<file path="src/rtl/pim_mode_pkg.sv">
package pim_mode_pkg;

  typedef enum logic [1:0] {
    MODE_SINGLE  = 2'd0,
    MODE_BCAST   = 2'd1,
    MODE_COMPUTE = 2'd2
  } pim_mode_e;

  localparam logic [1:0] OP_ACT = 2'd0;
  localparam logic [1:0] OP_PRE = 2'd1;
  localparam logic [1:0] OP_RD  = 2'd2;
  localparam logic [1:0] OP_WR  = 2'd3;

  // Default patterns for a 14-bit row; step 0 sits in the low bits, each step is {op,row}
  localparam logic [63:0] DEF_TO_BCAST   = {OP_PRE, 14'h27FF, OP_ACT, 14'h27FF, OP_PRE, 14'h27FE, OP_ACT, 14'h27FE};
  localparam logic [63:0] DEF_TO_COMPUTE = {OP_PRE, 14'h3FFF, OP_ACT, 14'h3FFF, OP_PRE, 14'h3FFE, OP_ACT, 14'h3FFE};
  localparam logic [63:0] DEF_FROM_COMP  = {OP_PRE, 14'h2FFE, OP_ACT, 14'h2FFE, OP_PRE, 14'h2FFF, OP_ACT, 14'h2FFF};
  localparam logic [63:0] DEF_TO_SINGLE  = {OP_PRE, 14'h1FFE, OP_ACT, 14'h1FFE, OP_PRE, 14'h1FFF, OP_ACT, 14'h1FFF};

endpackage

</file>
<file path="src/rtl/pim_seq_match.sv">
module pim_seq_match #(
  parameter int ROW_W   = 14,
  parameter int SEQ_LEN = 4,
  parameter logic [SEQ_LEN*(ROW_W+2)-1:0] SEQ = '0
) (
  input  logic             clk,
  input  logic             rst,
  input  logic             en,
  input  logic             cmd_valid,
  input  logic [1:0]       cmd_op,
  input  logic [ROW_W-1:0] cmd_row,
  output logic             hit
);
  localparam int STEP_W = ROW_W + 2;
  localparam int PTR_W  = (SEQ_LEN > 1) ? $clog2(SEQ_LEN) : 1;
  localparam logic [PTR_W-1:0] LAST = PTR_W'(SEQ_LEN - 1);

  logic [PTR_W-1:0]  ptr_q;
  logic [STEP_W-1:0] want;
  logic              match;

  always_comb begin
    want = '0;
    for (int i = 0; i < SEQ_LEN; i++) begin
      if (ptr_q == PTR_W'(i)) want = SEQ[i*STEP_W +: STEP_W];
    end
  end

  assign match = en && cmd_valid && ({cmd_op, cmd_row} == want);
  assign hit   = match && (ptr_q == LAST);

  always_ff @(posedge clk) begin
    if (rst || !en) begin
      ptr_q <= '0;
    end else if (cmd_valid) begin
      if (match && !hit) ptr_q <= ptr_q + 1'b1;
      else               ptr_q <= '0;
    end
  end

  AST_PTR_MOVES_ON_CMD: assert property (@(posedge clk) disable iff (rst)
    (ptr_q != $past(ptr_q) && ptr_q != '0) |-> $past(cmd_valid))
    else $error("matcher advanced without a command");

  AST_PTR_BOUND: assert property (@(posedge clk) disable iff (rst)
    ptr_q <= LAST)
    else $error("matcher step out of range");

endmodule

</file>
<file path="src/rtl/pim_mode_fsm.sv">
module pim_mode_fsm
  import pim_mode_pkg::*;
#(
  parameter int INSTR_DEPTH = 8,
  localparam int IDX_W = (INSTR_DEPTH > 1) ? $clog2(INSTR_DEPTH) : 1
) (
  input  logic             clk,
  input  logic             rst,
  input  logic [3:0]       hits,      // 0 to_bcast, 1 to_compute, 2 from_compute, 3 to_single
  input  logic             trig_req,
  output pim_mode_e        mode_q,
  output logic [IDX_W-1:0] idx_q
);
  pim_mode_e mode_d;

  always_comb begin
    mode_d = mode_q;
    unique case (mode_q)
      MODE_SINGLE:  if (hits[0]) mode_d = MODE_BCAST;
      MODE_BCAST: begin
        if (hits[1])      mode_d = MODE_COMPUTE;
        else if (hits[3]) mode_d = MODE_SINGLE;
      end
      MODE_COMPUTE: if (hits[2]) mode_d = MODE_BCAST;
      default:      mode_d = MODE_SINGLE;
    endcase
  end

  always_ff @(posedge clk) begin
    if (rst) mode_q <= MODE_SINGLE;
    else     mode_q <= mode_d;
  end

  always_ff @(posedge clk) begin
    if (rst || (mode_q == MODE_BCAST && hits[1])) begin
      idx_q <= '0;
    end else if (trig_req) begin
      if (idx_q == IDX_W'(INSTR_DEPTH - 1)) idx_q <= '0;
      else                                  idx_q <= idx_q + 1'b1;
    end
  end

  AST_COMPUTE_FROM_BCAST: assert property (@(posedge clk) disable iff (rst)
    (mode_q == MODE_COMPUTE && $past(mode_q) != MODE_COMPUTE) |-> $past(mode_q) == MODE_BCAST)
    else $error("compute mode entered from wrong mode");

  AST_MODE_ENCODING: assert property (@(posedge clk) disable iff (rst)
    mode_q != 2'd3)
    else $error("mode register holds unused code");

  AST_IDX_BOUND: assert property (@(posedge clk) disable iff (rst)
    32'(idx_q) < INSTR_DEPTH)
    else $error("instruction index past depth");

  AST_IDX_CLEAR_ON_ENTRY: assert property (@(posedge clk) disable iff (rst)
    $rose(mode_q == MODE_COMPUTE) |-> idx_q == '0)
    else $error("instruction index not cleared on compute entry");

endmodule

</file>
<file path="src/rtl/pim_bank_decode.sv">
module pim_bank_decode
  import pim_mode_pkg::*;
#(
  parameter int NUM_BANKS = 16,
  parameter int IDX_W     = 3,
  localparam int BA_W = $clog2(NUM_BANKS)
) (
  input  logic                 clk,
  input  logic                 rst,
  input  pim_mode_e            mode_i,
  input  logic                 cmd_valid,
  input  logic [1:0]           cmd_op,
  input  logic [BA_W-1:0]      cmd_bank,
  input  logic                 suppress,
  input  logic [IDX_W-1:0]     idx_i,
  output logic                 trig_req,
  output logic [NUM_BANKS-1:0] bank_en_o,
  output logic                 cu_step_o,
  output logic [IDX_W-1:0]     cu_idx_o,
  output logic                 rdata_oe_o
);
  logic [NUM_BANKS-1:0] one_mask, half_mask, en_d;
  logic                 oe_d;
  logic                 is_access;

  assign one_mask  = {{(NUM_BANKS-1){1'b0}}, 1'b1} << cmd_bank;
  assign is_access = (cmd_op == OP_RD) || (cmd_op == OP_WR);

  // banks 2u and 2u+1 share unit u; one bank per unit = equal bank bit 0
  for (genvar b = 0; b < NUM_BANKS; b++) begin : g_half
    assign half_mask[b] = (cmd_bank[0] == 1'(b % 2));
  end

  always_comb begin
    en_d     = '0;
    oe_d     = 1'b0;
    trig_req = 1'b0;
    if (cmd_valid && !suppress) begin
      unique case (mode_i)
        MODE_SINGLE: begin
          en_d = one_mask;
          oe_d = (cmd_op == OP_RD);
        end
        MODE_BCAST: begin
          en_d = half_mask;
          oe_d = (cmd_op == OP_RD);
        end
        MODE_COMPUTE: begin
          en_d     = half_mask;
          trig_req = is_access;
        end
        default: ;
      endcase
    end
  end

  always_ff @(posedge clk) begin
    if (rst) begin
      bank_en_o  <= '0;
      cu_step_o  <= 1'b0;
      cu_idx_o   <= '0;
      rdata_oe_o <= 1'b0;
    end else begin
      bank_en_o  <= en_d;
      cu_step_o  <= trig_req;
      cu_idx_o   <= trig_req ? idx_i : '0;
      rdata_oe_o <= oe_d;
    end
  end

  AST_SINGLE_ONE_BANK: assert property (@(posedge clk) disable iff (rst)
    (mode_i == MODE_SINGLE) |=> $onehot0(bank_en_o))
    else $error("single-bank mode enabled several banks");

  AST_BCAST_HALF: assert property (@(posedge clk) disable iff (rst)
    (mode_i == MODE_BCAST && cmd_valid && !suppress) |=> $countones(bank_en_o) == NUM_BANKS/2)
    else $error("broadcast access did not reach half the banks");

  AST_STEP_ONLY_COMPUTE: assert property (@(posedge clk) disable iff (rst)
    cu_step_o |-> $past(mode_i) == MODE_COMPUTE)
    else $error("step pulse outside compute mode");

  AST_COMPUTE_IO_OFF: assert property (@(posedge clk) disable iff (rst)
    (mode_i == MODE_COMPUTE) |=> !rdata_oe_o)
    else $error("read output enabled in compute mode");

  AST_FINAL_CMD_DROPPED: assert property (@(posedge clk) disable iff (rst)
    suppress |=> bank_en_o == '0)
    else $error("pattern end forwarded to banks");

endmodule

</file>
<file path="src/rtl/pim_mode_ctrl.sv">
module pim_mode_ctrl
  import pim_mode_pkg::*;
#(
  parameter int NUM_BANKS   = 16,
  parameter int ROW_W       = 14,
  parameter int SEQ_LEN     = 4,
  parameter int INSTR_DEPTH = 8,
  parameter logic [SEQ_LEN*(ROW_W+2)-1:0] SEQ_TO_BCAST     = DEF_TO_BCAST,
  parameter logic [SEQ_LEN*(ROW_W+2)-1:0] SEQ_TO_COMPUTE   = DEF_TO_COMPUTE,
  parameter logic [SEQ_LEN*(ROW_W+2)-1:0] SEQ_FROM_COMPUTE = DEF_FROM_COMP,
  parameter logic [SEQ_LEN*(ROW_W+2)-1:0] SEQ_TO_SINGLE    = DEF_TO_SINGLE,
  localparam int BA_W  = $clog2(NUM_BANKS),
  localparam int IDX_W = (INSTR_DEPTH > 1) ? $clog2(INSTR_DEPTH) : 1
) (
  input  logic                 clk,
  input  logic                 rst,
  input  logic                 cmd_valid,
  input  logic [1:0]           cmd_op,
  input  logic [BA_W-1:0]      cmd_bank,
  input  logic [ROW_W-1:0]     cmd_row,
  output logic [NUM_BANKS-1:0] bank_en,
  output logic                 cu_step,
  output logic [IDX_W-1:0]     cu_step_idx,
  output logic                 rdata_oe,
  output logic [1:0]           mode
);
  localparam int SEQ_W = SEQ_LEN * (ROW_W + 2);
  localparam logic [SEQ_W-1:0] PATTERNS [4] = '{SEQ_TO_BCAST, SEQ_TO_COMPUTE, SEQ_FROM_COMPUTE, SEQ_TO_SINGLE};
  localparam pim_mode_e        SOURCE   [4] = '{MODE_SINGLE, MODE_BCAST, MODE_COMPUTE, MODE_BCAST};

  pim_mode_e        mode_q;
  logic [3:0]       hits;
  logic             trig_req;
  logic [IDX_W-1:0] idx_q;

  for (genvar g = 0; g < 4; g++) begin : g_match
    pim_seq_match #(
      .ROW_W   (ROW_W),
      .SEQ_LEN (SEQ_LEN),
      .SEQ     (PATTERNS[g])
    ) i_match (
      .clk       (clk),
      .rst       (rst),
      .en        (mode_q == SOURCE[g]),
      .cmd_valid (cmd_valid),
      .cmd_op    (cmd_op),
      .cmd_row   (cmd_row),
      .hit       (hits[g])
    );
  end

  pim_mode_fsm #(
    .INSTR_DEPTH (INSTR_DEPTH)
  ) i_fsm (
    .clk      (clk),
    .rst      (rst),
    .hits     (hits),
    .trig_req (trig_req),
    .mode_q   (mode_q),
    .idx_q    (idx_q)
  );

  pim_bank_decode #(
    .NUM_BANKS (NUM_BANKS),
    .IDX_W     (IDX_W)
  ) i_decode (
    .clk        (clk),
    .rst        (rst),
    .mode_i     (mode_q),
    .cmd_valid  (cmd_valid),
    .cmd_op     (cmd_op),
    .cmd_bank   (cmd_bank),
    .suppress   (|hits),
    .idx_i      (idx_q),
    .trig_req   (trig_req),
    .bank_en_o  (bank_en),
    .cu_step_o  (cu_step),
    .cu_idx_o   (cu_step_idx),
    .rdata_oe_o (rdata_oe)
  );

  assign mode = mode_q;

endmodule

</file>
<file path="config.mk">
export PLATFORM = sky130hd
export DESIGN_NAME = pim_mode_ctrl
export DESIGN_NICKNAME = d
export VERILOG_FILES = /design/src/rtl/pim_mode_pkg.sv /design/src/rtl/pim_seq_match.sv /design/src/rtl/pim_mode_fsm.sv /design/src/rtl/pim_bank_decode.sv /design/src/rtl/pim_mode_ctrl.sv
export SDC_FILE = /design/constraint.sdc
export NUM_CORES = 1
export LEC_CHECK = 0
export BUFFER_PORTS_ARGS = -buffer_cell sky130_fd_sc_hd__buf_2
export CORE_MARGIN = 2
export CORE_UTILIZATION = 25
export DETAILED_ROUTE_END_ITERATION = 7
export GPL_TIMING_DRIVEN = 0
export PLACE_DENSITY = 0.43
export SYNTH_ARGS = -nofsm -noshare
export SYNTH_HDL_FRONTEND = slang
export SYNTH_SLANG_ARGS = --single-unit
</file>
<file path="constraint.sdc">
create_clock -name clk -period 4.01 [get_ports clk]
set_input_delay 0.401 -clock clk [delete_from_list [all_inputs] [get_ports clk]]
set_output_delay 0.401 -clock clk [all_outputs]
set_load 0.01 [all_outputs]
</file>
### Word-level counts from Yosys, hierarchy flattened

Cells that the tools add are included.

| word-level totals | value |
|---|---|
| flip-flop bits (word level) | 34 |
| input bits | 23 |
| output and inout bits | 23 |
| logic and storage cells | 115 |

| cells by class | value |
|---|---|
| add/subtract/negate cells | 5 |
| equal/unequal tests | 24 |
| shift-type cells | 1 |
| multiplexer cells | 29 |
| bitwise operators | 4 |
| reduce and logical (&&, ||, !) cells | 42 |

Operators with widths:

| operator | number |
|---|---|
| two-way mux 15 bit | 12 |
| equality test 16 x 15 -> 1 bit | 4 |
| two-way mux 14 bit | 3 |
| case mux 16 bit (2 select lines) | 1 |
| equality test 2 bit (second input constant) | 11 |
| logical AND 1 bit | 17 |
| two-way mux 2 bit | 8 |
| left shift 1 x 4 -> 16 bit (first input constant) | 1 |
| two-way mux 13 bit | 1 |
| equality test 2 x 1 -> 1 bit (second input constant) | 5 |
| logical NOT 2 bit | 5 |
| adder 2 x 1 -> 2 bit (second input constant) | 4 |
| logical NOT 1 bit | 8 |
| OR reduction 2 bit | 4 |
| case mux 2 bit (3 select lines) | 1 |
| logical OR 1 bit | 5 |
| != test 2 bit (second input constant) | 2 |
| NOT 1 bit | 4 |
| OR reduction 4 bit | 1 |
| adder 3 x 1 -> 3 bit (second input constant) | 1 |
| equality test 3 bit (second input constant) | 1 |
| two-way mux 3 bit | 1 |
| != test 3 bit (second input constant) | 1 |
| AND reduction 3 bit | 1 |
| 2 further kinds | 3 |

### Depth between registers and ports, before layout

| depth | value |
|---|---|
| depth after elaboration | 14 |
| mapped depth | 7 |
| mapped depth without buffers | 7 |

### Modules after synthesis

From an unflattened synthesis, not the netlist that was laid out.

| second synthesis, totals | value |
|---|---|
| cells, all modules | 200 |
| area total of the unflattened synthesis | 1,960.6 sq um |

Modules (own cells, without submodules):

| module | instances | cells an instance | area an instance (sq um) | seq. area each (sq um) |
|---|---|---|---|---|
| pim_bank_decode | 1 | 71 | 814.5 | 420.4 |
| pim_seq_match (g_match[2].i_match ...) | 2 | 30 | 246.5 | 40.0 |
| pim_mode_fsm | 1 | 22 | 244.0 | 100.1 |
| pim_seq_match (g_match[0].i_match) | 1 | 21 | 196.4 | 40.0 |
| pim_seq_match (g_match[1].i_match) | 1 | 22 | 188.9 | 40.0 |
| pim_mode_ctrl | 1 | 4 | 23.8 | 0.0 |

### Worst setup path after synthesis

No wires, ideal clock.

| path | value |
|---|---|
| kind | input port to flip-flop |
| start | in cmd_op[0] |
| end | reg i_fsm.mode_q[0] |
| setup time | 0.072 ns |
| data arrival time | 1.968 ns |
| required time | 3.938 ns |
| path slack | 1.970 ns |
| stages on the path | 6 |
| path buffers | 1 |
| cells stage by stage | clkbuf_1 xnor2_1 nand3_1 or4_4 a221oi_2 mux2i_1 |

| on the way | value |
|---|---|
| cells in the longest elaborated chain, start to end | 5 |
| elaborated cells between the ends (all ways) | 18 |
| classes of those cells | eq/ne (7); mux (2); reduce/logical (9) |

RTL lines:

| item | line | text |
|---|---|---|
| from (decl) | pim_mode_ctrl.sv:18 | `input logic [1:0] cmd_op,` |
| equality test 16 x 15 -> 1 bit | pim_seq_match.sv:29 | `assign match = en && cmd_valid && ({cmd_op, cmd_row} == want);` |
| logical AND 1 bit | pim_seq_match.sv:29 |  |
| logical AND 1 bit | pim_seq_match.sv:30 | `assign hit = match && (ptr_q == LAST);` |
| != test 3 bit (no source line), or another cell as far along | n/a |  |
| AND reduction 3 bit (no source line) / case mux 2 bit (3 select lines) (equally long branches) | n/a |  |
| to (signal assigned) | pim_mode_fsm.sv:31 | `else mode_q <= mode_d;` |
| to (decl) | pim_mode_fsm.sv:11 | `output pim_mode_e mode_q,` |

Parallel ways exist; a longest one is shown, timed or not.
A chain may end at the register's enable or synchronous reset.

### Worst setup path in the final report

| path | value |
|---|---|
| start | reg i_fsm.mode_q[0] |
| end | reg i_fsm.mode_q[0] |

| on the way | value |
|---|---|
| cells in the longest elaborated chain, start to end | 6 |
| elaborated cells between the ends (all ways) | 20 |
| classes of those cells | eq/ne (5); mux (2); reduce/logical (13) |

RTL lines:

| item | line |
|---|---|
| equality test 2 x 1 -> 1 bit, or another cell as far along | pim_mode_fsm.sv:18, pim_mode_ctrl.sv:44 |
| logical AND 1 bit (2 in a row) | pim_seq_match.sv:29 |
| logical AND 1 bit | pim_seq_match.sv:30 |
| != test 3 bit (no source line), or another cell as far along | n/a |
| AND reduction 3 bit (no source line) / case mux 2 bit (3 select lines) (equally long branches) | n/a |

Parallel ways exist; a longest one is shown, timed or not.

==> results.yml <==
logic_synthesis:
  postSynthCellCount: 196
  yosysUniqueCellTypes: 42
  synth_nets: 240
  yosys-top-cells-area: "dfxtp_1, ha_1, nor2_1"
  synth_common_cells: "dfxtp_1, nor2_1, ha_1"
  ys_ff_latch: 34
  avgSynthCellArea_um2: 9.06
  synthFlopType: "dfxtp_1"
  ys_seq_area_share_pct: 38.3
  synth_most_common_cell: "dfxtp_1"
  syn_area_um2: 1780
  synthArstFlopShare_pct: 0
  synth_top_area_cell: "dfxtp_1"
  yosys_warnings: 0
  synth_top_area_share_pct: 38.3
  synth_edf_count: 0
sta:
  rsz0062_at_grt: "false"
  tightest_slew_ns: 0.551
  fmax_mhz: 483
  finalSetupTns_ns: 0
  setup_viol: 0
  slew_violations: 0
  fin_crit_sh_pct: 51.7
  hold_viol_final: 0
  max_slew_margin_pct: 63.3
  period_needed_ns: 2.07
  final.setup_skew_ns: 0.00460
die:
  die_h_um: 88.3
  die_area_um2: 7790
  die_w_um: 88.3
  start_util_pct: 26.0
  io_pins: 46
  row_count: 30
  core_area_um2: 6830
layout:
  finalInstanceArea_um2: 2220
  final_net_count: 290
  filler_cell_count: 738
  fin_cells: 342
  syn2layout_area_growth_pct: 25.2
  antenna_cells: 0
  drive_above_1_share_pct: 22.4
pwr:
  p_sw_uw: 149
  leakage_uw: 0.000969
  clockPowerShare_pct: 45.6
  power_frac_seq_pct: 48.2
  power.internal_uw: 556
  p_comb_share_pct: 6.2
  swShare_pct: 21.1
  power_uw: 705
  ir_worst_vdd_mv: 0.104
  p_per_area_nw_per_um2: 317
global_route:
  first_global_vias: 1477
  grt_first_pass_wirelength_um: 6800
  grt_max_degree: 11
  grt_overflow: 0
  antenna_found_initial: 0
  track_usage_pct: 11.4
route:
  dr.pass1.iters: 4
  first_iter_violations: 47
  wl_um: 4160
  via_per_inst: 4.40
  routedWlPerCell_um: 12.1
  remaining_drc_errors: 0
  vias: 1504
  ant_nets: 0
cts:
  post_cts_buffers: 0
  ctsResizeCount: 0
  cts_buffer_depth: 2
  cts_root_buf: "clkbuf_8"
  cts.htree.levels: 2
  clock_sinks: 34
  clk_latency_ns: 0.28
  cts_hold_buf: 0
  clk_pin_slew_ns: 0.07
  cts_tree: "yes"
  cts_buffers: 5
place:
  post-dp-hpwl_um: 3220
  portBuffers: 43
  placed_area_um2: 2110
  globalplace.congestion: 0.720
  place_inst: 335
status:
  status: "completed"
worst_setup_path:
  startpoint: "i_fsm.mode_q[0]"
  crit_fanout: 6
  rr_startpoint: "i_fsm.mode_q[0]"
  critPathKind: "reg2reg"
  endpoint_kind: "register"
  cp.arrival_ns: 2.28
  cp.required_ns: 4.22
  worstSetupStartpointType: "register"
worst_hold_path:
  hold_class: "in2reg"
  min_from: "cmd_op[1]"
flow_run:
  cap_violations: 0
## metrics by stage
| step | utilization, % | hold slack (ns) | setup slack [ns] |
|---|---|---|---|
| floorplan | - | 0.457 | 1.97 |
| global placement | 30.9 | 0.487 | 1.68 |
| detailed placement | 30.9 | 0.479 | 1.67 |
| CTS | 32.5 | 0.400 | 1.92 |
| global route | 32.5 | 0.433 | 1.77 |
| finish | 32.5 | 0.406 | 1.94 |
## path summary, 6_finish.rpt
check | to | slack (ns) | depth (start not counted)
worst min-delay path | i_decode.rdata_oe_o | 0.41 | 3
worst max register to register | i_fsm.mode_q[0] | 1.94 | 6
worst min register to register | i_decode.cu_idx_o[1] | 0.50 | 1
worst max-delay path | i_fsm.mode_q[0] | 1.94 | 6
## routing by layer
metal / global-route usage (%) / routed length (um) / up-vias
met3: 2.99 / 177 / 4
met5: 0 / 0 / -
met2: 20.0 / 2030 / 26
li1: - / - / 777
met1: 13.1 / 1890 / 697
met4: 4.55 / 62 / 0
## cells by family after synthesis
group	count (synthesis)	synth area share, %
AO/OA/AOI/OAI	23	9.16
XOR/XNOR	8	3.95
adder cells (fa/ha/maj)	21	14.8
buffers and inverters	17	3.59
flip-flops	34	38.3
multiplexers	5	2.89
AND/OR/NAND/NOR	88	27.3
## layout make-up
cell class / instances / area [um^2] / area share (%)
well taps: 96 / 120 / 5.40
multi-input cells: 145 / 1030 / 46.4
flip-flops and latches: 34 / 681 / 30.6
plain buffers: 7 / 26.3 / 1.18
clock inverters: 1 / 30.0 / 1.35
inverters: 10 / 37.5 / 1.69
clock buffers: 6 / 82.6 / 3.71
repair buffers: 43 / 215 / 9.68
## flip-flops by register name (all words and copies together) (netlist names)
name / flops
i_fsm.mode_q: 2
i_decode.cu_step_o: 1
i_decode.rdata_oe_o: 1
i_decode.cu_idx_o: 3
i_fsm.idx_q: 3
g_match.i_match.ptr_q: 8
i_decode.bank_en_o: 16
## power groups by stage
stage | logic (uW) | registers (uW) | clock network (uW)
after floorplan | 20.9 | 349 | 0
after global placement | 44.3 | 348 | 0
after detailed placement | 44.1 | 348 | 0
after CTS | 44.4 | 340 | 333
after global routing | 49.7 | 340 | 347
final | 44.0 | 340 | 321
## critical path: stages, from the launching register on
cell and delay [ns]:
dfxtp_1 0.36, inv_1 0.10, ha_1 0.29, nand3_1 0.13, or4_4 0.53, a221oi_2 0.36
mux2i_1 0.23
## placed cells by master, fill, tap and decap left out, drive strengths merged, types with 2 or more instances in the layout
| master | Yosys | layout |
|---|---|---|
| nand3 | 14 | 14 |
| nor2 | 27 | 27 |
| nand2 | 4 | 4 |
| ha | 21 | 21 |
| or4 | 3 | 3 |
| nand2b | 7 | 7 |
| o21bai | 2 | 2 |
| nor2b | 4 | 4 |
| nor3 | 6 | 6 |
| and3 | 3 | 3 |
| xnor2 | 2 | 2 |
| buf | 1 | 44 |
| nor4b | 3 | 3 |
| dfxtp | 34 | 34 |
| xor2 | 6 | 6 |
| a31oi | 4 | 4 |
| mux2i | 4 | 4 |
| and2 | 5 | 5 |
| clkbuf | 6 | 12 |
| inv | 10 | 10 |
| a21oi | 6 | 6 |
| o21ai | 2 | 2 |
| nand4 | 5 | 5 |
Note: power is estimated with default switching activity, not from simulation.
